$ cat src/rtl/boot_ld_pkg.sv
package boot_ld_pkg;

  localparam logic [7:0] RD_OPCODE = 8'h03;

  typedef enum logic [2:0] {
    LD_IDLE,
    LD_HDR,
    LD_DATA,
    LD_FINISH,
    LD_DONE
  } ld_state_t;

  // 32-bit header: opcode then a 24-bit byte address, upper bits zero
  function automatic logic [31:0] read_header(input logic [16:0] start_addr);
    return {RD_OPCODE, 7'd0, start_addr};
  endfunction

  // MSB-first byte assembly
  function automatic logic [7:0] shift_in(input logic [7:0] acc, input logic b);
    return {acc[6:0], b};
  endfunction

endpackage

$ cat src/rtl/spi_bit_clock.sv
module spi_bit_clock #(
  parameter int CLK_DIV = 8
) (
  input  logic clk,
  input  logic rst_n,
  input  logic run,
  output logic ev_setup,
  output logic ev_rise,
  output logic ev_fall,
  output logic sclk
);
  localparam int HALF = CLK_DIV / 2;
  localparam int PH_W = $clog2(CLK_DIV);

  logic [PH_W-1:0] ph;

  assign ev_setup = run && (ph == PH_W'(0));
  assign ev_rise  = run && (ph == PH_W'(HALF - 1));
  assign ev_fall  = run && (ph == PH_W'(CLK_DIV - 1));

  always_ff @(posedge clk or negedge rst_n) begin
    if (!rst_n) begin
      ph   <= '0;
      sclk <= 1'b0;
    end else if (!run) begin
      ph   <= '0;
      sclk <= 1'b0;
    end else begin
      ph <= ev_fall ? '0 : ph + PH_W'(1);
      if (ev_rise) sclk <= 1'b1;
      else if (ev_fall) sclk <= 1'b0;
    end
  end

  assert_sclk_idle_R4: assert property (@(posedge clk) disable iff (!rst_n)
    !run |=> !sclk);

endmodule

$ cat src/rtl/spi_read_seq.sv
module spi_read_seq
  import boot_ld_pkg::*;
#(
  parameter int ADDR_W = 17
) (
  input  logic              clk,
  input  logic              rst_n,
  input  logic [ADDR_W:0]   img_len,
  input  logic              miso,
  input  logic              ev_setup,
  input  logic              ev_rise,
  input  logic              ev_fall,
  input  logic              sclk,
  output logic              run,
  output logic              mosi,
  output logic              cs_n,
  output logic              wr_valid,
  output logic [ADDR_W-1:0] wr_addr,
  output logic [7:0]        wr_data,
  output logic              done
);
  localparam int LEN_W = ADDR_W + 1;

  ld_state_t        state;
  logic [LEN_W-1:0] len_q;
  logic [LEN_W-1:0] byte_cnt;
  logic [4:0]       bitn;
  logic [31:0]      txsr;
  logic [7:0]       rxsr;
  logic             last_byte;

  assign run       = (state == LD_HDR) || (state == LD_DATA);
  assign last_byte = (byte_cnt == len_q - LEN_W'(1));

  always_ff @(posedge clk or negedge rst_n) begin
    if (!rst_n) begin
      state    <= LD_IDLE;
      len_q    <= '0;
      byte_cnt <= '0;
      bitn     <= '0;
      txsr     <= '0;
      rxsr     <= '0;
      mosi     <= 1'b0;
      cs_n     <= 1'b1;
      wr_valid <= 1'b0;
      wr_addr  <= '0;
      wr_data  <= '0;
      done     <= 1'b0;
    end else begin
      wr_valid <= 1'b0;
      unique case (state)
        LD_IDLE: begin
          len_q <= img_len;
          if (img_len == '0) begin
            state <= LD_FINISH;
          end else begin
            cs_n     <= 1'b0;
            txsr     <= read_header('0);
            bitn     <= '0;
            byte_cnt <= '0;
            state    <= LD_HDR;
          end
        end
        LD_HDR: begin
          if (ev_setup) begin
            mosi <= txsr[31];
            txsr <= {txsr[30:0], 1'b0};
          end
          if (ev_fall) begin
            if (bitn == 5'd31) begin
              bitn  <= '0;
              state <= LD_DATA;
            end else begin
              bitn <= bitn + 5'd1;
            end
          end
        end
        LD_DATA: begin
          if (ev_setup) mosi <= 1'b0;
          if (ev_rise) rxsr <= shift_in(rxsr, miso);
          if (ev_fall) begin
            if (bitn == 5'd7) begin
              bitn     <= '0;
              wr_valid <= 1'b1;
              wr_data  <= rxsr;
              wr_addr  <= byte_cnt[ADDR_W-1:0];
              byte_cnt <= byte_cnt + LEN_W'(1);
              if (last_byte) state <= LD_FINISH;
            end else begin
              bitn <= bitn + 5'd1;
            end
          end
        end
        LD_FINISH: begin
          cs_n  <= 1'b1;
          mosi  <= 1'b0;
          done  <= 1'b1;
          state <= LD_DONE;
        end
        default: ;
      endcase
    end
  end

  assert_mosi_low_R3: assert property (@(posedge clk) disable iff (!rst_n)
    (!cs_n && $past(!cs_n) && (mosi != $past(mosi))) |-> (!sclk && !$past(sclk)));

  assert_wr_in_window_R5: assert property (@(posedge clk) disable iff (!rst_n)
    wr_valid |-> !cs_n);

  assert_done_sticky_R6: assert property (@(posedge clk) disable iff (!rst_n)
    done |=> (done && cs_n));

  assert_done_after_last_R6: assert property (@(posedge clk) disable iff (!rst_n)
    $rose(done) |-> (len_q == '0 || $past(wr_valid)));

endmodule

$ cat src/rtl/led_stretch.sv
module led_stretch #(
  parameter int NCH     = 2,
  parameter int STRETCH = 2_000_000
) (
  input  logic           clk,
  input  logic           rst_n,
  input  logic [NCH-1:0] pulse,
  output logic [NCH-1:0] lit
);
  localparam int CW = $clog2(STRETCH + 1);

  for (genvar i = 0; i < NCH; i++) begin : g_ch
    logic [CW-1:0] cnt;

    always_ff @(posedge clk or negedge rst_n) begin
      if (!rst_n)             cnt <= '0;
      else if (pulse[i])      cnt <= CW'(STRETCH);
      else if (cnt != '0)     cnt <= cnt - CW'(1);
    end

    assign lit[i] = (cnt != '0);

    assert_pulse_lights_R9: assert property (@(posedge clk) disable iff (!rst_n)
      pulse[i] |=> lit[i]);
  end

endmodule

$ cat src/rtl/spi_boot_loader.sv
module spi_boot_loader #(
  parameter int CLK_DIV = 8,
  parameter int STRETCH = 2_000_000,
  parameter int ADDR_W  = 17
) (
  input  logic              clk,
  input  logic              rst_n,
  input  logic [ADDR_W:0]   img_len,
  input  logic              led_mode_en,
  input  logic [1:0]        act_pulse,
  input  logic              spi_miso,
  output logic              spi_mosi,
  output logic              spi_sclk,
  output logic              spi_cs_n,
  output logic              wr_valid,
  output logic [ADDR_W-1:0] wr_addr,
  output logic [7:0]        wr_data,
  output logic              done
);
  localparam int NLED = 2;

  logic            run, ev_setup, ev_rise, ev_fall, sclk_q, mosi_q;
  logic [NLED-1:0] lit;
  logic            led_mode;

  spi_bit_clock #(.CLK_DIV(CLK_DIV)) u_clk (
    .clk(clk), .rst_n(rst_n), .run(run),
    .ev_setup(ev_setup), .ev_rise(ev_rise), .ev_fall(ev_fall), .sclk(sclk_q)
  );

  spi_read_seq #(.ADDR_W(ADDR_W)) u_seq (
    .clk(clk), .rst_n(rst_n), .img_len(img_len), .miso(spi_miso),
    .ev_setup(ev_setup), .ev_rise(ev_rise), .ev_fall(ev_fall), .sclk(sclk_q),
    .run(run), .mosi(mosi_q), .cs_n(spi_cs_n),
    .wr_valid(wr_valid), .wr_addr(wr_addr), .wr_data(wr_data), .done(done)
  );

  led_stretch #(.NCH(NLED), .STRETCH(STRETCH)) u_led (
    .clk(clk), .rst_n(rst_n), .pulse(act_pulse), .lit(lit)
  );

  // bit 0 = channel 2 (clock pin), bit 1 = channel 3 (data-out pin)
  assign led_mode = led_mode_en && done && spi_cs_n;
  assign spi_sclk = led_mode ? ~lit[0] : sclk_q;
  assign spi_mosi = led_mode ? ~lit[1] : mosi_q;

  assert_pins_quiet_R10: assert property (@(posedge clk) disable iff (!rst_n)
    (!done && spi_cs_n) |-> (!spi_sclk && !spi_mosi));

  assert_cs_held_R6: assert property (@(posedge clk) disable iff (!rst_n)
    $past(done) |-> spi_cs_n);

endmodule

$ cat config.mk
export PLATFORM = sky130hd
export DESIGN_NAME = spi_boot_loader
export DESIGN_NICKNAME = d
export VERILOG_FILES = /design/src/rtl/boot_ld_pkg.sv /design/src/rtl/spi_bit_clock.sv /design/src/rtl/spi_read_seq.sv /design/src/rtl/led_stretch.sv /design/src/rtl/spi_boot_loader.sv
export SDC_FILE = /design/constraint.sdc
export NUM_CORES = 1
export LEC_CHECK = 0
export ABC_CLOCK_PERIOD_IN_PS = 6800
export BUFFER_PORTS_ARGS = -buffer_cell sky130_fd_sc_hd__buf_4
export CAP_MARGIN = 5
export CORE_MARGIN = 4
export CORE_UTILIZATION = 45
export DETAILED_ROUTE_END_ITERATION = 8
export PLACE_DENSITY = 0.66
export SLEW_MARGIN = 15
export SYNTH_ARGS = -nofsm -noshare
export SYNTH_HDL_FRONTEND = slang
export SYNTH_HIERARCHICAL = 1
export SYNTH_SLANG_ARGS = --single-unit
$ cat constraint.sdc
create_clock -name clk -period 6.8 [get_ports clk]
set_input_delay 0 -clock clk [delete_from_list [all_inputs] [get_ports clk]]
set_output_delay 0 -clock clk [all_outputs]
set_load 0.1 [all_outputs]
Yosys cells after proc, flatten, opt, wreduce, memory -nomap -nowiden. Index checks and enable logic that the tools add are counted.

$add $sub $neg: 6. Reduce and logical (&&, ||, !) cells: 27. Multiplexer cells: 39. Equality and inequality tests: 17. Bitwise logic cells: 2.

Operators by type and width (count): 21-bit two-way mux (4); 32-bit two-way mux (2); 32-bit case mux with 2 select lines (1); 18-bit two-way mux (3); 21-bit nonzero test (2); 21-bit by 1-bit subtractor with 21-bit output, second input constant (2); 18-bit case mux with 2 select lines (1); 5-bit two-way mux (5); 3-bit two-way mux (7); 18-bit by 1-bit adder with 18-bit output, second input constant (1); 18-bit equality test (1); 18-bit logical NOT (1); 18-bit by 1-bit subtractor with 18-bit output, second input constant (1); 5-bit case mux with 3 select lines (1); 2-bit inequality test, second input constant (7); 3-bit case mux with 4 select lines (1); 1-bit two-way mux (11); 2-bit nonzero test (5); 3-bit by 2-bit equality test with 1-bit output, second input constant (3); 3-bit AND reduction (3); 4-bit AND reduction (2); 3-bit logical NOT (2); 6-bit AND reduction (1); 3-bit nonzero test (2); other kinds (16) (22).

Bits in registers: 159. Output and inout port bits: 30.

Depth between registers and ports, before layout. Gate-level depths: netlist (run 1).

Depth in word-level cells: 6. Mapped depth: 11. Mapped depth without buffers: 9.

Cells and area by module. Netlist (run 1), hierarchy kept.

By module, submodules not included: spi_read_seq (times used 1, area an instance 4481.8 µm², cells each 475); led_stretch (times used 1, area an instance 2347.3 µm², cells each 253); spi_bit_clock (times used 1, area an instance 215.2 µm², cells each 21); spi_boot_loader (times used 1, area an instance 37.5 µm², cells each 5).

Worst setup path before layout (run 1). No wires, ideal clock.

Path type: reg2out. Start: register u_led.g_ch[0].cnt[18]. End: output spi_sclk. Stages on the path, launching flop included: 5. Path slack: 3593 ps. Arrival: 3207 ps. Path through: dfrtp_1 > or4_4 > or3_4 > or3_1 > mux2i_1.

Word-level cells in the longest chain between the ends: 3.

Ends and longest elaborated chain: start, declared (RTL line led_stretch.sv:13) `logic [CW-1:0] cnt;`; start signal, assigned (RTL line led_stretch.sv:17) `else if (pulse[i]) cnt <= CW'(STRETCH);`; start signal, assigned (RTL line led_stretch.sv:18) `else if (cnt != '0) cnt <= cnt - CW'(1);`; 21-bit nonzero test (RTL line led_stretch.sv:21) `assign lit[i] = (cnt != '0);`; named net lit[0] (RTL line spi_boot_loader.sv:23) `logic [NLED-1:0] lit;`; 1-bit NOT (RTL line spi_boot_loader.sv:44) `assign spi_sclk = led_mode ? ~lit[0] : sclk_q;`; 1-bit two-way mux (RTL line spi_boot_loader.sv:44); end, declared (RTL line spi_boot_loader.sv:13) `output logic spi_sclk,`.

The timed path passes the listed nets, and every way through them passes these cells.

Worst setup path after layout (run 1).
Start: register u_led.g_ch[1].cnt[8]. End: output spi_mosi.

Word-level cells in the longest chain between the ends: 3.

Ends and longest elaborated chain: start, declared (RTL line led_stretch.sv:13); start signal, assigned (RTL line led_stretch.sv:17); start signal, assigned (RTL line led_stretch.sv:18); 21-bit nonzero test (RTL line led_stretch.sv:21); named net lit[1] (RTL line spi_boot_loader.sv:23); 1-bit NOT (RTL line spi_boot_loader.sv:45) `assign spi_mosi = led_mode ? ~lit[1] : mosi_q;`; 1-bit two-way mux (RTL line spi_boot_loader.sv:45); end, declared (RTL line spi_boot_loader.sv:12) `output logic spi_mosi,`.

The timed path passes the listed nets, and every way through them passes these cells.

==> metrics.md, run 1 <==
| Metric | Value |
|---|---|
| Status | `complete, no violations` |
| Synth Instances | `754` |
| Clock Tree Root | `clkbuf_16` |
| Worst Setup Path Type | `reg -> out` |
| Number of I/O pins | `54` |
| Seq/Total Area, Yosys | `47.72%` |
| GRT Total Usage | `18.69%` |
| Post-layout min period | `3.241 ns` |
| Critical path arrival | `3.24 ns` |
| Fmax achieved | `308.5 MHz` |
| Syn-to-layout area delta | `19.36%` |
| Initial Utilization | `46.24%` |
| Top post-synthesis cells by count | `dfrtp_1 (134), nand2_1 (118), nor2_1 (53)` |
| Clock Skews | `0.007636 ns` |
| Clock transition at path regs | `0.06 ns` |
| HPWL after detailed placement | `10.84 mm` |
| Synth top area share | `47.35%` |
| Static Leak | `0.003586 uW` |
| Global-route wire length before repair | `27.43 mm` |
| Sw Ratio | `32.53%` |
| Grt total ovfl | `0` |
| Final ANT Viol Nets | `0` |
| Router iterations before antenna repair | `5` |
| Die area | `17,810 um^2` |
| Maximum buffer depth of the clock tree | `2` |
| Ys async rst share | `100.0%` |
| CTS H-Tree Depth | `4` |
| Clk_lat worst skew | `0.42 ns` |
| Int Pwr | `1672 uW` |
| Hold Crit Class | `in -> async` |
| Crit path capture type | `output pin` |
| Wire per inst | `15.49 um` |
| Post-Route WL | `16.14 mm` |
| Routability Congestion | `0.8751` |
| Number of global-route vias before repair | `5,597` |
| Area of the core | `15,310 um^2` |
| Initial antenna violation count | `0` |
| Via/cell ratio | `5.502` |
| Syn_nets | `790` |
| Largest net degree at the start of global routing | `84` |
| Antenna fix cells | `0` |
| RSZ-0062 raised after global routing | `no` |
| Crit path launch | `u_led/g_ch[1].cnt[8]` |
| Die width | `133.5 um` |
| Count leader, synth | `dfrtp_1` |
| Critical Path Slowest Stage Cell | `nor4_2` |
| Final Core Density | `55.20%` |
| # setup viols final | `0` |
| #FFs+latches synth | `135` |
| Drt initial violations | `229` |
| Vias | `5,733` |
| Gate power share | `20.6%` |
| Largest cells by area after synthesis | `dfrtp_1 (47%), nand2_1 (6.3%), mux2_2 (4.8%)` |
| TNS Setup | `0 ns` |
| Post-synth EDFFs | `0` |
| Slew of the pin with the lowest slew margin | `1.020 ns` |
| Post-synthesis cell type count | `62` |
| Crit path max fanout | `12` |
| Syn avg cell area | `9.392 um^2` |
| Site row count | `45` |
| NumNets Final | `854` |
| CTS tree | `built` |
| Share of cells above drive strength 1 | `16.85%` |
| CTS sink count | `135` |
| R2R Path Start | `u_seq/state[0]` |
| Clock share of power | `36.0%` |
| Die height | `133.5 um` |
| Startpoint Class | `flip-flop` |
| Max VDD drop | `201.5 uV` |
| Power per cell area | `293.2 nW/um^2` |
| Final Hold Fails | `0` |
| Remaining DRCs | `0` |
| Cell taking the most area after synthesis | `dfrtp_1` |
| Placed inst area | `7660 um^2` |
| Data required, critical path | `6.80 ns` |
| Final instance area | `8453 um^2` |
| Rel. slew slack | `31.43%` |
| Ys Warns | `6` |
| Max cap viols | `0` |
| Max incr delay on CP | `0.88 ns` |
| TritonCTS Buffers | `17` |
| Number of I/O port buffers | `53` |
| Reg power frac | `43.4%` |
| Net Sw Power | `806.1 uW` |
| Tcrit/Tclk final | `47.67%` |
| Mapped cell area | `7082 um^2` |
| Slew Viols, Final | `0` |
| Top FF cell, synth | `dfrtp_1` |
| Critical Path, Cell by Cell | `or4_1 -> nor4_2 -> nand2_1 -> mux2i_1 -> buf_4` |
[cells in the final DEF, fill, tap and decap left out, drive strengths merged, types with 12 or more instances in the layout]
master         n
a2111oi       12
a21oi         31
buf           60
clkbuf        21
dfrtp        134
dlygate4sd3   22
ha            12
inv           32
mux2          30
nand2        118
nand2b        12
nand3         23
nor2          53
nor2b         14
nor3          23
nor4          18
o21ai         41
or3           16
or4           20
xnor2         24
[kinds of logic (layout without fill, tap and decap cells)]
logic type                 after synthesis  in the layout  synth area share, %
and+or+nand+nor                        340            340                24.74
xor gates and xnor gates                34             34                4.205
muxes                                   39             39                6.042
buffers and inverters                   64            141                3.480
AOI/OAI and AO/OA                      130            130                11.70
adders and majority gates               12             12                2.120
DFF                                    135            135                47.72
[through the flow]
stage,setup slack [ns],hold WS (ns),instances,power [uW]
floorplan,3.593,-0.2956,754,1431
finish,3.559,0.2157,1042,2478
global route,3.349,0.3073,1042,2615
global placement,3.793,0.09347,988,1555
detailed placement,3.650,0.1103,988,1582
CTS,3.532,0.2439,1042,2500
[flip-flops by register name, indices dropped and copies added (netlist names), 3 cells and up]
| name | cells |
|---|---|
| u_seq/wr_data | 8 |
| u_seq/state | 3 |
| u_seq/wr_addr | 17 |
| u_led/g_ch.cnt | 42 |
| u_seq/rxsr | 8 |
| u_seq/txsr | 8 |
| u_clk/ph | 3 |
| u_seq/len_q | 18 |
| u_seq/bitn | 5 |
| u_seq/byte_cnt | 18 |
[worst max-delay path, delay by kind of cell (launching register included)]
family	cells	cell delay (ns)
buf+inv	1	0.33
simple gates	3	1.81
flops	1	0.44
mux	1	0.24
[path summary, 6_finish.rpt]
| kind | end | slack, ns | depth (start not counted) |
|---|---|---|---|
| hold / removal | u_led/g_ch[0].cnt[19] | 0.22 | 2 |
| hold reg to reg | u_clk/ph[0] | 0.48 | 1 |
| setup reg to reg | u_seq/byte_cnt[13] | 3.60 | 9 |
| max in group asynchronous | u_seq/byte_cnt[17] | 5.43 | 3 |
| min in group clk | u_seq/rxsr[0] | 0.36 | 3 |
| setup / recovery | spi_mosi | 3.56 | 5 |
[layer usage]
metal | vias to the layer above | share of wire (%) | GRT usage, %
li1 | 2812 | - | -
met1 | 2799 | 48 | 26.14
met2 | 111 | 48 | 29.60
met3 | 11 | 3.5 | 4.758
met4 | 0 | 0.97 | 4.114
met5 | - | 0 | 0
[power by group through the flow]
stage / Combinational, uW / Sequential (uW) / Clock, uW
floorplan: 366 / 1060 / 0
global placement: 479 / 1080 / 0
detailed placement: 498 / 1080 / 0
CTS: 511 / 1070 / 918
global route: 573 / 1090 / 949
finish: 510 / 1070 / 893
[repair_timing]
action / CTS / global route
endpoints found under the hold margin: 121 / 0
gates resized for setup: 0 / 0
hold buffers: 22 / 0
setup buffers: 0 / 0
[layout make-up]
| class | count | area [um^2] |
|---|---|---|
| fill | 1369 | 6862 |
| clock inverter | 11 | 112.6 |
| inverter | 27 | 101.3 |
| multi-input combinational | 555 | 3461 |
| tap | 211 | 264.0 |
| timing repair buffer | 82 | 674.4 |
| sequential | 135 | 3379 |
| clock buffer | 21 | 460.4 |
No activity file was read; power rests on OpenSTA's default activity.
==> run 2, diff against run 1 <==
--- a/config.mk
+++ b/config.mk
@@ -5,13 +5,13 @@
 export SDC_FILE = /design/constraint.sdc
 export NUM_CORES = 1
 export LEC_CHECK = 0
-export ABC_CLOCK_PERIOD_IN_PS = 6800
+export ABC_CLOCK_PERIOD_IN_PS = 2700
 export BUFFER_PORTS_ARGS = -buffer_cell sky130_fd_sc_hd__buf_4
 export CAP_MARGIN = 5
 export CORE_MARGIN = 4
 export CORE_UTILIZATION = 45
 export DETAILED_ROUTE_END_ITERATION = 8
-export PLACE_DENSITY = 0.66
+export PLACE_DENSITY = 0.68
 export SLEW_MARGIN = 15
 export SYNTH_ARGS = -nofsm -noshare
 export SYNTH_HDL_FRONTEND = slang
==> constraint.sdc (replaced) <==
create_clock -name clk -period 2.7 [get_ports clk]
set_input_delay 0 -clock clk [delete_from_list [all_inputs] [get_ports clk]]
set_output_delay 0 -clock clk [all_outputs]
set_load 0.1 [all_outputs]
==> run 2 against run 1 <==
Clock skew grew 0.0016 ns. Sequential power grew 150%. Highest routed layer unchanged. Critical endpoint is now spi_sclk. Non-clock buffer count grew 17.
==> metrics.md, run 2 (synthesis results as in run 1) <==
| Metric | Value |
|---|---|
| Placed inst area | `7818 um^2` |
| Final ANT Viol Nets | `0` |
| Initial Utilization | `46.24%` |
| Hold Crit Class | `in -> async` |
| Clock Tree Root | `clkbuf_16` |
| Static Leak | `0.003718 uW` |
| Die height | `133.5 um` |
| Post-Route WL | `16.70 mm` |
| R2R Path Start | `u_clk/ph[0]` |
| Reg2Reg Depth | `9` |
| Clock Skews | `0.009250 ns` |
| Wire per inst | `15.77 um` |
| Number of I/O port buffers | `53` |
| CTS tree | `built` |
| Critical path arrival | `2.63 ns` |
| Grt total ovfl | `0` |
| Critical Path Slowest Stage Cell | `or4_4` |
| Data required, critical path | `2.70 ns` |
| Share of cells above drive strength 1 | `19.46%` |
| TNS Setup | `0 ns` |
| TritonCTS Buffers | `17` |
| Pre-CTS setup slack | `0.08674 ns` |
| Crit path capture type | `output pin` |
| Startpoint Class | `flip-flop` |
| Max cap viols | `0` |
| Router iterations before antenna repair | `5` |
| Fmax achieved | `380.5 MHz` |
| Slew Viols, Final | `0` |
| Commonest non-fill, non-tap cell in the layout | `dfrtp_1` |
| Via/cell ratio | `5.563` |
| Largest register FFs | `42` |
| Number of I/O pins | `54` |
| Global-route wire length before repair | `28.54 mm` |
| Final Hold Fails | `0` |
| Post-Layout Cell Count | `1,059` |
| FF-to-FF setup slack | `0.15 ns` |
| Reg-to-reg endpoint | `u_seq/state[0]` |
| Initial antenna violation count | `0` |
| Site row count | `45` |
| Int Pwr | `4398 uW` |
| Gate power share | `22.1%` |
| Largest net degree at the start of global routing | `108` |
| Worst path most repeated cell | `or3_4` |
| Rel. slew slack | `56.61%` |
| Most frequent cells in the layout | `dfrtp_1 (133), nand2_1 (118), buf_4 (74)` |
| Maximum buffer depth of the clock tree | `2` |
| RSZ-0062 raised after global routing | `no` |
| Sw Ratio | `31.77%` |
| GRT Total Usage | `19.55%` |
| Vias | `5,891` |
| Clock share of power | `36.5%` |
| Syn-to-layout area delta | `22.77%` |
| Slew of the pin with the lowest slew margin | `0.6448 ns` |
| Clock transition at path regs | `0.06 ns` |
| Clk_lat worst skew | `0.42 ns` |
| Worst Setup Path Type | `reg -> out` |
| Status | `complete, no violations` |
| Die area | `17,810 um^2` |
| Critical Path, Cell by Cell | `or4_4 -> or3_4 -> or3_4 -> mux2i_4 -> buf_12` |
| Reg power frac | `41.3%` |
| Power per cell area | `741.4 nW/um^2` |
| Max incr delay on CP | `0.58 ns` |
| Setup WS post-layout | `0.07175 ns` |
| Routability Congestion | `0.8906` |
| Crit path max fanout | `6` |
| NumNets Final | `871` |
| Antenna fix cells | `0` |
| HPWL after detailed placement | `11.53 mm` |
| Post-layout min period | `2.628 ns` |
| Remaining DRCs | `0` |
| Largest reg by FF count | `u_led/g_ch.cnt` |
| Tcrit/Tclk final | `97.34%` |
| Biggest regs | `u_led/g_ch.cnt (42), u_seq/byte_cnt (18), u_seq/len_q (18)` |
| Die width | `133.5 um` |
| Area of the core | `15,310 um^2` |
| Net Sw Power | `2048 uW` |
| # setup viols final | `0` |
| # placed instances | `1,004` |
| Drt initial violations | `317` |
| Final instance area | `8695 um^2` |
| CTS H-Tree Depth | `4` |
| CTS sink count | `135` |
| Number of global-route vias before repair | `6,057` |
| Final Core Density | `56.77%` |
| Max VDD drop | `592.9 uV` |
-- run 2: cell types whose count changed in the layout (fill, tap and decap cells not counted), sizes merged --
cell and delta:
buf +17, bufinv +1, clkinv +2, clkinvlp -2
inv -1
-- run 2: metrics by stage --
step,hold WS (ns),total power (uW)
floorplan,-0.2956,3613
detailed placement,-0.1061,4087
finish,0.02263,6446
global route,0.03637,6813
CTS,0.01118,6503
global placement,-0.1036,3996
-- run 2: critical path, delay by kind of cell (launching register included) --
family        cells  cell delay (ns)
buf+inv           1             0.20
flops             1             0.40
mux               1             0.19
simple gates      3             1.42
-- run 2: power by group through the flow --
stage          registers [uW]  logic, uW  clock network (uW)
2_1_floorplan            2680        931                   0
3_5_place_dp             2690       1390                   0
4_1_cts                  2660       1430                2410
5_1_grt                  2710       1580                2520
3_3_place_gp             2660       1330                   0
6_report                 2660       1430                2360
-- run 2: timing repair --
item                                    in CTS  in global routing
resized for setup                            3                  8
hold endpoints to repair                   175                  0
cloned                                       0                  0
endpoints found under the setup margin       2                 26
setup buffers                                0                  1
pin swaps                                    0                  3
hold buffers                                22                  0
-- run 2: how the worst max path moves through the flow --
stage | start | to | slack, ns | cells past startpoint
floorplan | u_seq/state[1] | u_seq/byte_cnt[16] | 0.04 | 11
global placement | u_seq/len_q[1] | u_seq/state[0] | 0.12 | 8
detailed placement | u_seq/len_q[1] | u_seq/state[0] | 0.09 | 8
CTS | u_led/g_ch[0].cnt[18] | spi_sclk | 0.004 | 5
global route | u_led/g_ch[0].cnt[18] | spi_sclk | 0.008 | 5
finish | u_led/g_ch[0].cnt[18] | spi_sclk | 0.07 | 5
-- run 2: cell type report --
cell class	count	area [um^2]
repair buffers	99	827.0
fillers	1379	6620
clock buffers	21	470.5
multi-input cells	555	3515
flip-flops and latches	135	3381
clock inverters	11	136.4
inverters	27	101.3
well taps	211	264.0
-- run 2: layer usage --
| layer | track usage [%] | part of all wire [%] | vias up |
|---|---|---|---|
| met4 | 6.857 | 1.8 | 0 |
| met5 | 0 | 0 | - |
| met3 | 5.211 | 3.3 | 24 |
| met2 | 34.26 | 52 | 126 |
| met1 | 23.24 | 43 | 2903 |
| li1 | - | - | 2838 |
